File: src/rtl/pptx_pkg.sv
package pptx_pkg;

  typedef enum logic {
    CSR_PART = 1'b0,
    CSR_MASK = 1'b1
  } csr_sel_e;

  // Fill bank is at capacity
  function automatic logic bank_full(input int unsigned cnt, input int unsigned depth);
    return cnt == depth;
  endfunction

  // Exchange rule: drain must be empty, and either the fill bank is full or
  // an armed short hand-off has at least one byte to move
  function automatic logic swap_due(input logic drain_empty, input logic full,
                                    input logic armed, input logic fill_nz);
    return drain_empty && (full || (armed && fill_nz));
  endfunction

  // Host may write while there is room and no hand-off waits
  function automatic logic host_room(input logic full, input logic armed);
    return !full && !armed;
  endfunction

endpackage

File: src/rtl/pptx_bank.sv
module pptx_bank #(
  parameter int DW    = 8,
  parameter int DEPTH = 32,
  localparam int PTR_W = $clog2(DEPTH)
) (
  input  logic             clk,
  input  logic             we,
  input  logic [PTR_W-1:0] waddr,
  input  logic [DW-1:0]    wdata,
  input  logic [PTR_W-1:0] raddr,
  output logic [DW-1:0]    rdata
);

  logic [DW-1:0] mem [DEPTH];

  always_ff @(posedge clk) begin
    if (we) mem[waddr] <= wdata;
  end

  assign rdata = mem[raddr];

endmodule

File: src/rtl/pptx_swap_ctl.sv
module pptx_swap_ctl
  import pptx_pkg::*;
#(
  parameter int DEPTH = 32,
  localparam int PTR_W = $clog2(DEPTH),
  localparam int CNT_W = $clog2(DEPTH + 1)
) (
  input  logic             clk,
  input  logic             rst_n,
  input  logic             wr_en,
  input  logic             part_arm,
  input  logic             tx_ready,
  output logic             fill_idx,
  output logic             wr_ready,
  output logic             wr_fire,
  output logic [PTR_W-1:0] waddr,
  output logic [PTR_W-1:0] rd_ptr,
  output logic             tx_valid,
  output logic             swap_go
);

  logic [CNT_W-1:0] fill_cnt;
  logic [CNT_W-1:0] drain_len;
  logic [CNT_W-1:0] rd_cnt;
  logic             armed;

  logic drain_empty;
  logic fill_full;
  logic rd_fire;
  logic arm_drop;

  assign drain_empty = (rd_cnt == drain_len);
  assign fill_full   = bank_full(int'(fill_cnt), DEPTH);
  assign tx_valid    = !drain_empty;
  assign wr_ready    = host_room(fill_full, armed);
  assign wr_fire     = wr_en && wr_ready;
  assign rd_fire     = tx_valid && tx_ready;
  assign swap_go     = swap_due(drain_empty, fill_full, armed, fill_cnt != '0);
  assign arm_drop    = armed && (fill_cnt == '0);
  assign waddr       = fill_cnt[PTR_W-1:0];
  assign rd_ptr      = rd_cnt[PTR_W-1:0];

  always_ff @(posedge clk) begin
    if (!rst_n) begin
      fill_idx  <= 1'b0;
      fill_cnt  <= '0;
      drain_len <= '0;
      rd_cnt    <= '0;
    end else if (swap_go) begin
      fill_idx  <= ~fill_idx;
      drain_len <= fill_cnt;
      rd_cnt    <= '0;
      fill_cnt  <= '0;
    end else begin
      if (wr_fire) fill_cnt <= fill_cnt + CNT_W'(1);
      if (rd_fire) rd_cnt   <= rd_cnt + CNT_W'(1);
    end
  end

  always_ff @(posedge clk) begin
    if (!rst_n)                   armed <= 1'b0;
    else if (part_arm)            armed <= 1'b1;
    else if (swap_go || arm_drop) armed <= 1'b0;
  end

  AST_FILL_BOUNDED: assert property (@(posedge clk) disable iff (!rst_n)
    fill_cnt <= CNT_W'(DEPTH));
  AST_SWAP_NEEDS_EMPTY: assert property (@(posedge clk) disable iff (!rst_n)
    swap_go |-> !tx_valid);
  AST_SWAP_FLIPS: assert property (@(posedge clk) disable iff (!rst_n)
    swap_go |=> (fill_idx != $past(fill_idx)) && wr_ready == !armed);
  AST_SWAP_GIVES_DATA: assert property (@(posedge clk) disable iff (!rst_n)
    swap_go |=> tx_valid);
  AST_DRAIN_HOLD: assert property (@(posedge clk) disable iff (!rst_n)
    (tx_valid && !tx_ready && !swap_go) |=> tx_valid && $stable(rd_ptr));
  AST_ARMED_STALLS: assert property (@(posedge clk) disable iff (!rst_n)
    part_arm |=> !wr_ready);

endmodule

File: src/rtl/pptx_csr.sv
module pptx_csr
  import pptx_pkg::*;
#(
  parameter int RW = 32
) (
  input  logic          clk,
  input  logic          rst_n,
  input  logic          ctl_wr_en,
  input  logic          ctl_sel,
  input  logic [RW-1:0] ctl_wdata,
  input  logic          req_raw,
  output logic          part_flag,
  output logic          irq_mask,
  output logic          part_arm,
  output logic          tx_irq
);

  logic wr_part;
  logic wr_mask;
  logic unused_hi;

  assign wr_part   = ctl_wr_en && (csr_sel_e'(ctl_sel) == CSR_PART);
  assign wr_mask   = ctl_wr_en && (csr_sel_e'(ctl_sel) == CSR_MASK);
  assign part_arm  = wr_part && ctl_wdata[0];
  assign unused_hi = ^ctl_wdata[RW-1:1];

  always_ff @(posedge clk) begin
    if (!rst_n) begin
      part_flag <= 1'b0;
      irq_mask  <= 1'b1;
    end else begin
      if (wr_part) part_flag <= ctl_wdata[0];
      if (wr_mask) irq_mask  <= ctl_wdata[0];
    end
  end

  assign tx_irq = req_raw && !irq_mask;

  AST_FLAG_HOLD: assert property (@(posedge clk) disable iff (!rst_n)
    !wr_part |=> $stable(part_flag));
  AST_MASK_HOLD: assert property (@(posedge clk) disable iff (!rst_n)
    !wr_mask |=> $stable(irq_mask));
  AST_IRQ_QUIET: assert property (@(posedge clk) disable iff (!rst_n)
    (wr_mask && ctl_wdata[0]) |=> !tx_irq);

endmodule

File: src/rtl/pingpong_txbuf.sv
module pingpong_txbuf
  import pptx_pkg::*;
#(
  parameter int DW    = 8,
  parameter int DEPTH = 32,
  parameter int RW    = 32,
  localparam int PTR_W = $clog2(DEPTH),
  localparam int NBANK = 2
) (
  input  logic          clk,
  input  logic          rst_n,
  input  logic          wr_en,
  input  logic [DW-1:0] wr_data,
  output logic          wr_ready,
  input  logic          ctl_wr_en,
  input  logic          ctl_sel,
  input  logic [RW-1:0] ctl_wdata,
  output logic          part_flag,
  output logic          irq_mask,
  output logic          tx_valid,
  output logic [DW-1:0] tx_data,
  input  logic          tx_ready,
  output logic          tx_req,
  output logic          tx_irq
);

  logic             fill_idx;
  logic             wr_fire;
  logic             swap_go;
  logic             part_arm;
  logic [PTR_W-1:0] waddr;
  logic [PTR_W-1:0] rd_ptr;
  logic [DW-1:0]    bank_rd [NBANK];

  pptx_swap_ctl #(.DEPTH(DEPTH)) u_ctl (
    .clk      (clk),
    .rst_n    (rst_n),
    .wr_en    (wr_en),
    .part_arm (part_arm),
    .tx_ready (tx_ready),
    .fill_idx (fill_idx),
    .wr_ready (wr_ready),
    .wr_fire  (wr_fire),
    .waddr    (waddr),
    .rd_ptr   (rd_ptr),
    .tx_valid (tx_valid),
    .swap_go  (swap_go)
  );

  for (genvar b = 0; b < NBANK; b++) begin : g_bank
    pptx_bank #(.DW(DW), .DEPTH(DEPTH)) u_bank (
      .clk   (clk),
      .we    (wr_fire && (fill_idx == 1'(b))),
      .waddr (waddr),
      .wdata (wr_data),
      .raddr (rd_ptr),
      .rdata (bank_rd[b])
    );
  end

  assign tx_data = bank_rd[~fill_idx];
  assign tx_req  = wr_ready;

  pptx_csr #(.RW(RW)) u_csr (
    .clk       (clk),
    .rst_n     (rst_n),
    .ctl_wr_en (ctl_wr_en),
    .ctl_sel   (ctl_sel),
    .ctl_wdata (ctl_wdata),
    .req_raw   (wr_ready),
    .part_flag (part_flag),
    .irq_mask  (irq_mask),
    .part_arm  (part_arm),
    .tx_irq    (tx_irq)
  );

  AST_NO_WRITE_ON_SWAP: assert property (@(posedge clk) disable iff (!rst_n)
    swap_go |-> !wr_fire);

endmodule

File: config.mk
export PLATFORM = sky130hd
export DESIGN_NAME = pingpong_txbuf
export DESIGN_NICKNAME = d
export VERILOG_FILES = /design/src/rtl/pptx_pkg.sv /design/src/rtl/pptx_bank.sv /design/src/rtl/pptx_swap_ctl.sv /design/src/rtl/pptx_csr.sv /design/src/rtl/pingpong_txbuf.sv
export SDC_FILE = /design/constraint.sdc
export NUM_CORES = 1
export LEC_CHECK = 0
export BUFFER_PORTS_ARGS = -buffer_cell sky130_fd_sc_hd__buf_4
export CORE_MARGIN = 2
export CORE_UTILIZATION = 45
export DETAILED_ROUTE_END_ITERATION = 8
export PLACE_DENSITY_LB_ADDON = 0.3
export SYNTH_ARGS = -nofsm -noshare
export SYNTH_HDL_FRONTEND = slang
export SYNTH_HIERARCHICAL = 1
export SYNTH_SLANG_ARGS = --single-unit
File: constraint.sdc
create_clock -name clk -period 7.9 [get_ports clk]
set_input_delay 2.37 -clock clk [delete_from_list [all_inputs] [get_ports clk]]
set_output_delay 2.37 -clock clk [all_outputs]
set_load 0.01 [all_outputs]
==> impl_metrics.ini, run 1 <==
[synth]
netlist.area_leader.share = 0.725
synth-edff-count = 512
synth.avg_cell_area_um2 = 21.6
syn_nets = 1029
synth_seq_cells = 534
async_flop_share = 0
yosys.area.top_type = edfxtp_1
synthTopCellsByArea = edfxtp_1, mux4_2, dfxtp_1
yosysWarnings = 6
ys.flop_type = edfxtp_1
netlist_area_mm2 = 0.0212
synth.distinct_cells = 45
ys_seq_area_frac = 0.746
syn_inst = 980

[timing]
relSlewSlack = 0.226
min_period_ps = 6090
hold_viol = 0
rsz0062_at_grt = false
max_clock_freq_mhz = 164
setup_viol = 0
fin_crit_sh = 0.770
clock_skew_ps = 18.0
tightest_slew_ps = 1160
report.final.slew_viol_count = 0
tns_ps = 0
fin_ws_ps = 1810

[detailed_routing]
drt_iter0_markers = 1019
viasPerCell = 5.77
drc = 0
drt-pass1-iter-count = 5
vias = 9609
wl_per_cell_um = 26.0
wl_um = 43400
ant_nets = 0

[final_layout]
fin_cells = 1665
multi_input_area_mm2 = 0.00502
n_antenna_cell = 0
nFillCells = 3661
drive_gt1_frac = 0.298
area_growth_pct = 11.7
seq_area_mm2 = 0.0158
fin_area_mm2 = 0.0237
fin_nets = 1066

[clock_network]
cts_made_buffers = 54
cts.sinks = 534
post_cts_buffers = 0
cts_tree = yes
clk_latency_ps = 600
clockBufferDepth = 3
root_buffer = clkbuf_16
cts-resized-gates = 0
ctsHoldBuffers = 0
path_clk_slew_ps = 60
htreeDepth = 2

[critical_path]
rrSetupSlack_ps = 4280
cp_max_fo = 53
end_kind = primary output
crit_type = reg -> out
arrival_ps = 3720
required_ps = 5530
crit_path_start_kind = flip-flop

[power]
ir_worst_vdd_uv = 159
p_leak_nw = 7.06
pwr_density_cell_mw_per_mm2 = 252

[floorplan]
dieHeight_um = 221
coreArea_mm2 = 0.0466
rows = 79
die_w_um = 221
dieArea_mm2 = 0.0489
initial_utilization = 0.455
io_pins = 60

[global_route]
gr-usage-all-layers = 0.179
grt_pass1_vias = 9897
grt_antenna_before_repair = 0
grt_max_degree = 95
grt-ovfl-total = 0
grt_pass1_wl_um = 64700

[placement]
place_inst = 1568
placed_area_mm2 = 0.0219
place.gp.congestion = 0.735
dp_hpwl_um = 24800
dpl_worst_slack_ps = 2380
portBuffers = 28

[job]
maxCapViolations = 0

[min_path]
hp-class = reg -> reg

[run_status]
status = complete, no violations
-- critical path, cell delays in order, from the launching register on --
cell	delay, ps
dfxtp_4	870
buf_4	520
mux4_2	410
mux4_2	520
mux2_2	340
mux2_4	290
buf_4	150
-- cell usage after synthesis, types with 2 or more instances --
library cell  count
edfxtp_1        512
mux4_2          160
nor2_1           73
nand2_1          28
buf_4            23
dfxtp_1          22
mux2_2           16
clkbuf_1         15
buf_1            12
mux2i_1          10
nand3b_1         10
inv_1             9
mux2_4            8
xnor2_1           8
a21oi_1           7
nand3_1           6
or3b_2            6
nand4_1           4
nor2b_1           4
o21ai_0           4
o22ai_1           4
buf_2             3
buf_6             3
ha_1              3
nor3_1            3
o211ai_1          3
a211oi_1          2
a31oi_1           2
nor4_1            2
or3_1             2
xor2_1            2
-- flip-flops by register name, indices dropped and copies added (netlist names) --
name,count
g_bank.u_bank/mem,512
u_ctl/drain_len,6
u_ctl/fill_cnt,6
u_ctl/rd_cnt,6
u_csr/irq_mask,1
u_csr/part_flag,1
u_ctl/armed,1
u_ctl/fill_idx,1
-- cells in the final DEF (no fill, tap or decap), types with 11 or more instances in the layout --
cell type  count
edfxtp_1     512
mux4_2       160
mux2_2        16
clkinv_2      11
clkinv_1      11
clkbuf_16     55
dfxtp_1       18
buf_4         35
nor2_1        73
nand2_1       28
-- routing by layer --
metal | up-vias | track usage | share of wire
li1 | 4141 | - | -
met1 | 5119 | 0.251 | 0.42
met2 | 295 | 0.293 | 0.50
met3 | 54 | 0.0295 | 0.058
met4 | 0 | 0.0502 | 0.019
met5 | - | 0 | 0
-- cell families after synthesis --
logic type               count (synthesis)  synth area share
flip-flops                             534             0.746
multiplexers                           194             0.189
AND/OR/NAND/NOR                        149            0.0348
buffers and inverters                   65            0.0168
AO/OA/AOI/OAI                           25           0.00744
XOR/XNOR                                10           0.00413
adder cells (fa/ha/maj)                  3           0.00177
-- path summary, 6_finish.rpt --
check | start | to | depth (start not counted)
min reg2reg | u_ctl/drain_len[0] | u_ctl/drain_len[0] | 2
min | u_ctl/drain_len[0] | u_ctl/drain_len[0] | 2
max reg2reg | u_ctl/fill_cnt[0] | g_bank[1].u_bank/mem[12][6] | 7
max | u_ctl/rd_cnt[2] | tx_data[4] | 6
-- final cells by class --
class / count / area share
Timing Repair Buffer: 37 / 0.0128
Clock buffer: 65 / 0.0597
Sequential cell: 534 / 0.669
Inverter: 9 / 0.00143
Tap cell: 607 / 0.0321
Multi-Input combinational cell: 381 / 0.212
Clock inverter: 32 / 0.0130
-- metrics by stage --
stage                util  hold slack [ps]  power [W]
global route        0.508              489    0.00615
global placement    0.471              453    0.00352
detailed placement  0.471              470    0.00353
floorplan               -              446    0.00341
finish              0.508              476    0.00596
CTS                 0.508              478    0.00602
-- where the power goes --
group          switching [W]  internal (W)  total [W]
registers         0.00000818       0.00311    0.00312
clock network        0.00104       0.00146    0.00250
logic               0.000182      0.000157   0.000339
Power figures use the tool's default switching activity.
==> run 2: changes to the inputs <==
==> constraint.sdc (replaced) <==
create_clock -name clk -period 6 [get_ports clk]
set_input_delay 1.8 -clock clk [delete_from_list [all_inputs] [get_ports clk]]
set_output_delay 1.8 -clock clk [all_outputs]
set_load 0.01 [all_outputs]
==> run 2 against run 1 <==
Global-route usage is 0.28 points lower. Utilization is 0.23 points higher. First-iteration DRC count is 2.2% lower. Clock skew is 1.6 ps lower. Sequential share of layout area is 0.30 points lower. Clock power is 28% higher. Power is 30% higher. Hold slack worse by 6.1 ps. Sequential power is 32% higher.
==> impl_metrics.ini, run 2 (synthesis results as in run 1) <==
[power]
internal_power_w = 0.00617
power_frac_clock = 0.411
power.switching_w = 0.00160
p_leak_nw = 7.13
pwr_density_cell_mw_per_mm2 = 327
power.total_w = 0.00777
p_seq_frac = 0.531
pwr-share-comb = 0.058
ir_worst_vdd_uv = 238
swShare = 0.206

[final_layout]
fin_nets = 1075
max_flop_register = g_bank.u_bank/mem
final_util = 0.511
mostFrequentLayoutCells = edfxtp_1, mux4_2, nor2_1
area_growth_pct = 12.2
nFillCells = 3640
drive_gt1_frac = 0.305
final_common_cell = edfxtp_1
largest_register_ffs = 512
seq_area_mm2 = 0.0158
n_antenna_cell = 0
multi_input_area_mm2 = 0.00502

[critical_path]
required_ps = 4200
path_cells = buf_4, mux4_2, mux4_2, mux2_2, mux2_4, buf_4
cp_max_fo = 33
end_kind = primary output
cpPeakStageDelay_ps = 830
crit_path_start_kind = flip-flop
critPathSlowestCell = dfxtp_4
arrival_ps = 3660
critPathTopFamily = multiplexers
crit_buf_inv = 2
crit_start = u_ctl/rd_cnt[0]
crit_type = reg -> out
r2r_start = u_ctl/fill_cnt[2]

[clock_network]
clockBufferDepth = 3
post_cts_buffers = 0
ctsHoldBuffers = 0
cts_tree = yes
cts-resized-gates = 0
htreeDepth = 2
path_clk_slew_ps = 60
root_buffer = clkbuf_16
cts.sinks = 534
clk_latency_ps = 590
cts_made_buffers = 53

[floorplan]
coreArea_mm2 = 0.0466
die_w_um = 221
rows = 79
dieArea_mm2 = 0.0489
io_pins = 60
initial_utilization = 0.455
dieHeight_um = 221

[global_route]
grt_pass1_wl_um = 63900
grt_pass1_vias = 9697
gr-usage-all-layers = 0.176
grt_antenna_before_repair = 0
grt_max_degree = 65
grt-ovfl-total = 0

[timing]
fin_crit_sh = 0.909
tightest_slew_ps = 1210
min_period_ps = 5460
hold_ws_ps = 469
max_clock_freq_mhz = 183
clock_skew_ps = 16.4
setup_viol = 0
hold_viol = 0
tns_ps = 0
report.final.slew_viol_count = 0
rsz0062_at_grt = false
relSlewSlack = 0.195

[detailed_routing]
viasPerCell = 5.82
drc = 0
wl_per_cell_um = 25.6
wl_um = 43000
drt_iter0_markers = 997
ant_nets = 0
drt-pass1-iter-count = 5
vias = 9761

[min_path]
hp-class = reg -> reg
holdCritStartpoint = u_csr/part_flag

[placement]
dp_hpwl_um = 25200
place.gp.congestion = 0.752
portBuffers = 28

[run_status]
status = complete, no violations

[job]
maxCapViolations = 0
==> run 2: cell count changes in the layout (fill, tap and decap cells not counted), sizes merged <==
cell / previous run / this run
clkinvlp: 3 / 1
clkbuf: 65 / 69
buf: 37 / 47
clkinv: 22 / 26
bufinv: 6 / 3
==> run 2: per-layer routing <==
layer,track usage,vias up,wire [µm]
met5,0,-,0
met4,0.0572,0,1090
met3,0.0336,77,2430
met2,0.273,301,20700
met1,0.255,5222,18800
li1,-,4161,-
==> run 2: final timing paths <==
path	endpoint	slack (ps)	depth (start not counted)
setup / recovery	tx_data[2]	540	6
hold / removal	u_csr/part_flag	470	2
setup reg to reg	g_bank[0].u_bank/mem[12][6]	2080	5
hold reg to reg	u_csr/part_flag	470	2
==> run 2: power by group through the flow <==
stage | Clock (W) | Sequential [W] | Combinational [W]
6_report | 0.00320 | 0.00413 | 0.000447
5_1_grt | 0.00341 | 0.00413 | 0.000479
4_1_cts | 0.00326 | 0.00413 | 0.000457
3_5_place_dp | 0 | 0.00421 | 0.000456
3_3_place_gp | 0 | 0.00421 | 0.000449
2_1_floorplan | 0 | 0.00418 | 0.000309
==> run 2: cell type report <==
| type | instances | area share |
|---|---|---|
| Sequential cell | 534 | 0.666 |
| Multi-Input combinational cell | 381 | 0.211 |
| Clock buffer | 69 | 0.0618 |
| Tap cell | 607 | 0.0319 |
| Timing Repair Buffer | 47 | 0.0185 |
| Clock inverter | 31 | 0.00932 |
| Inverter | 9 | 0.00142 |
==> run 2: metrics by stage <==
step / std cells / instance area, µm² / setup slack [ps]
floorplan: 980 / 21200 / 1710
global placement: 1578 / 22100 / 1100
detailed placement: 1578 / 22100 / 1090
CTS: 1678 / 23800 / 447
global route: 1678 / 23800 / 380
finish: 1678 / 23800 / 544
==> run 2: worst reg2reg max path: cells and delay by family (launching register included) <==
kind | cells | cell delay, ps
simple gates | 4 | 1820
flops | 1 | 1120
compound gates | 1 | 620
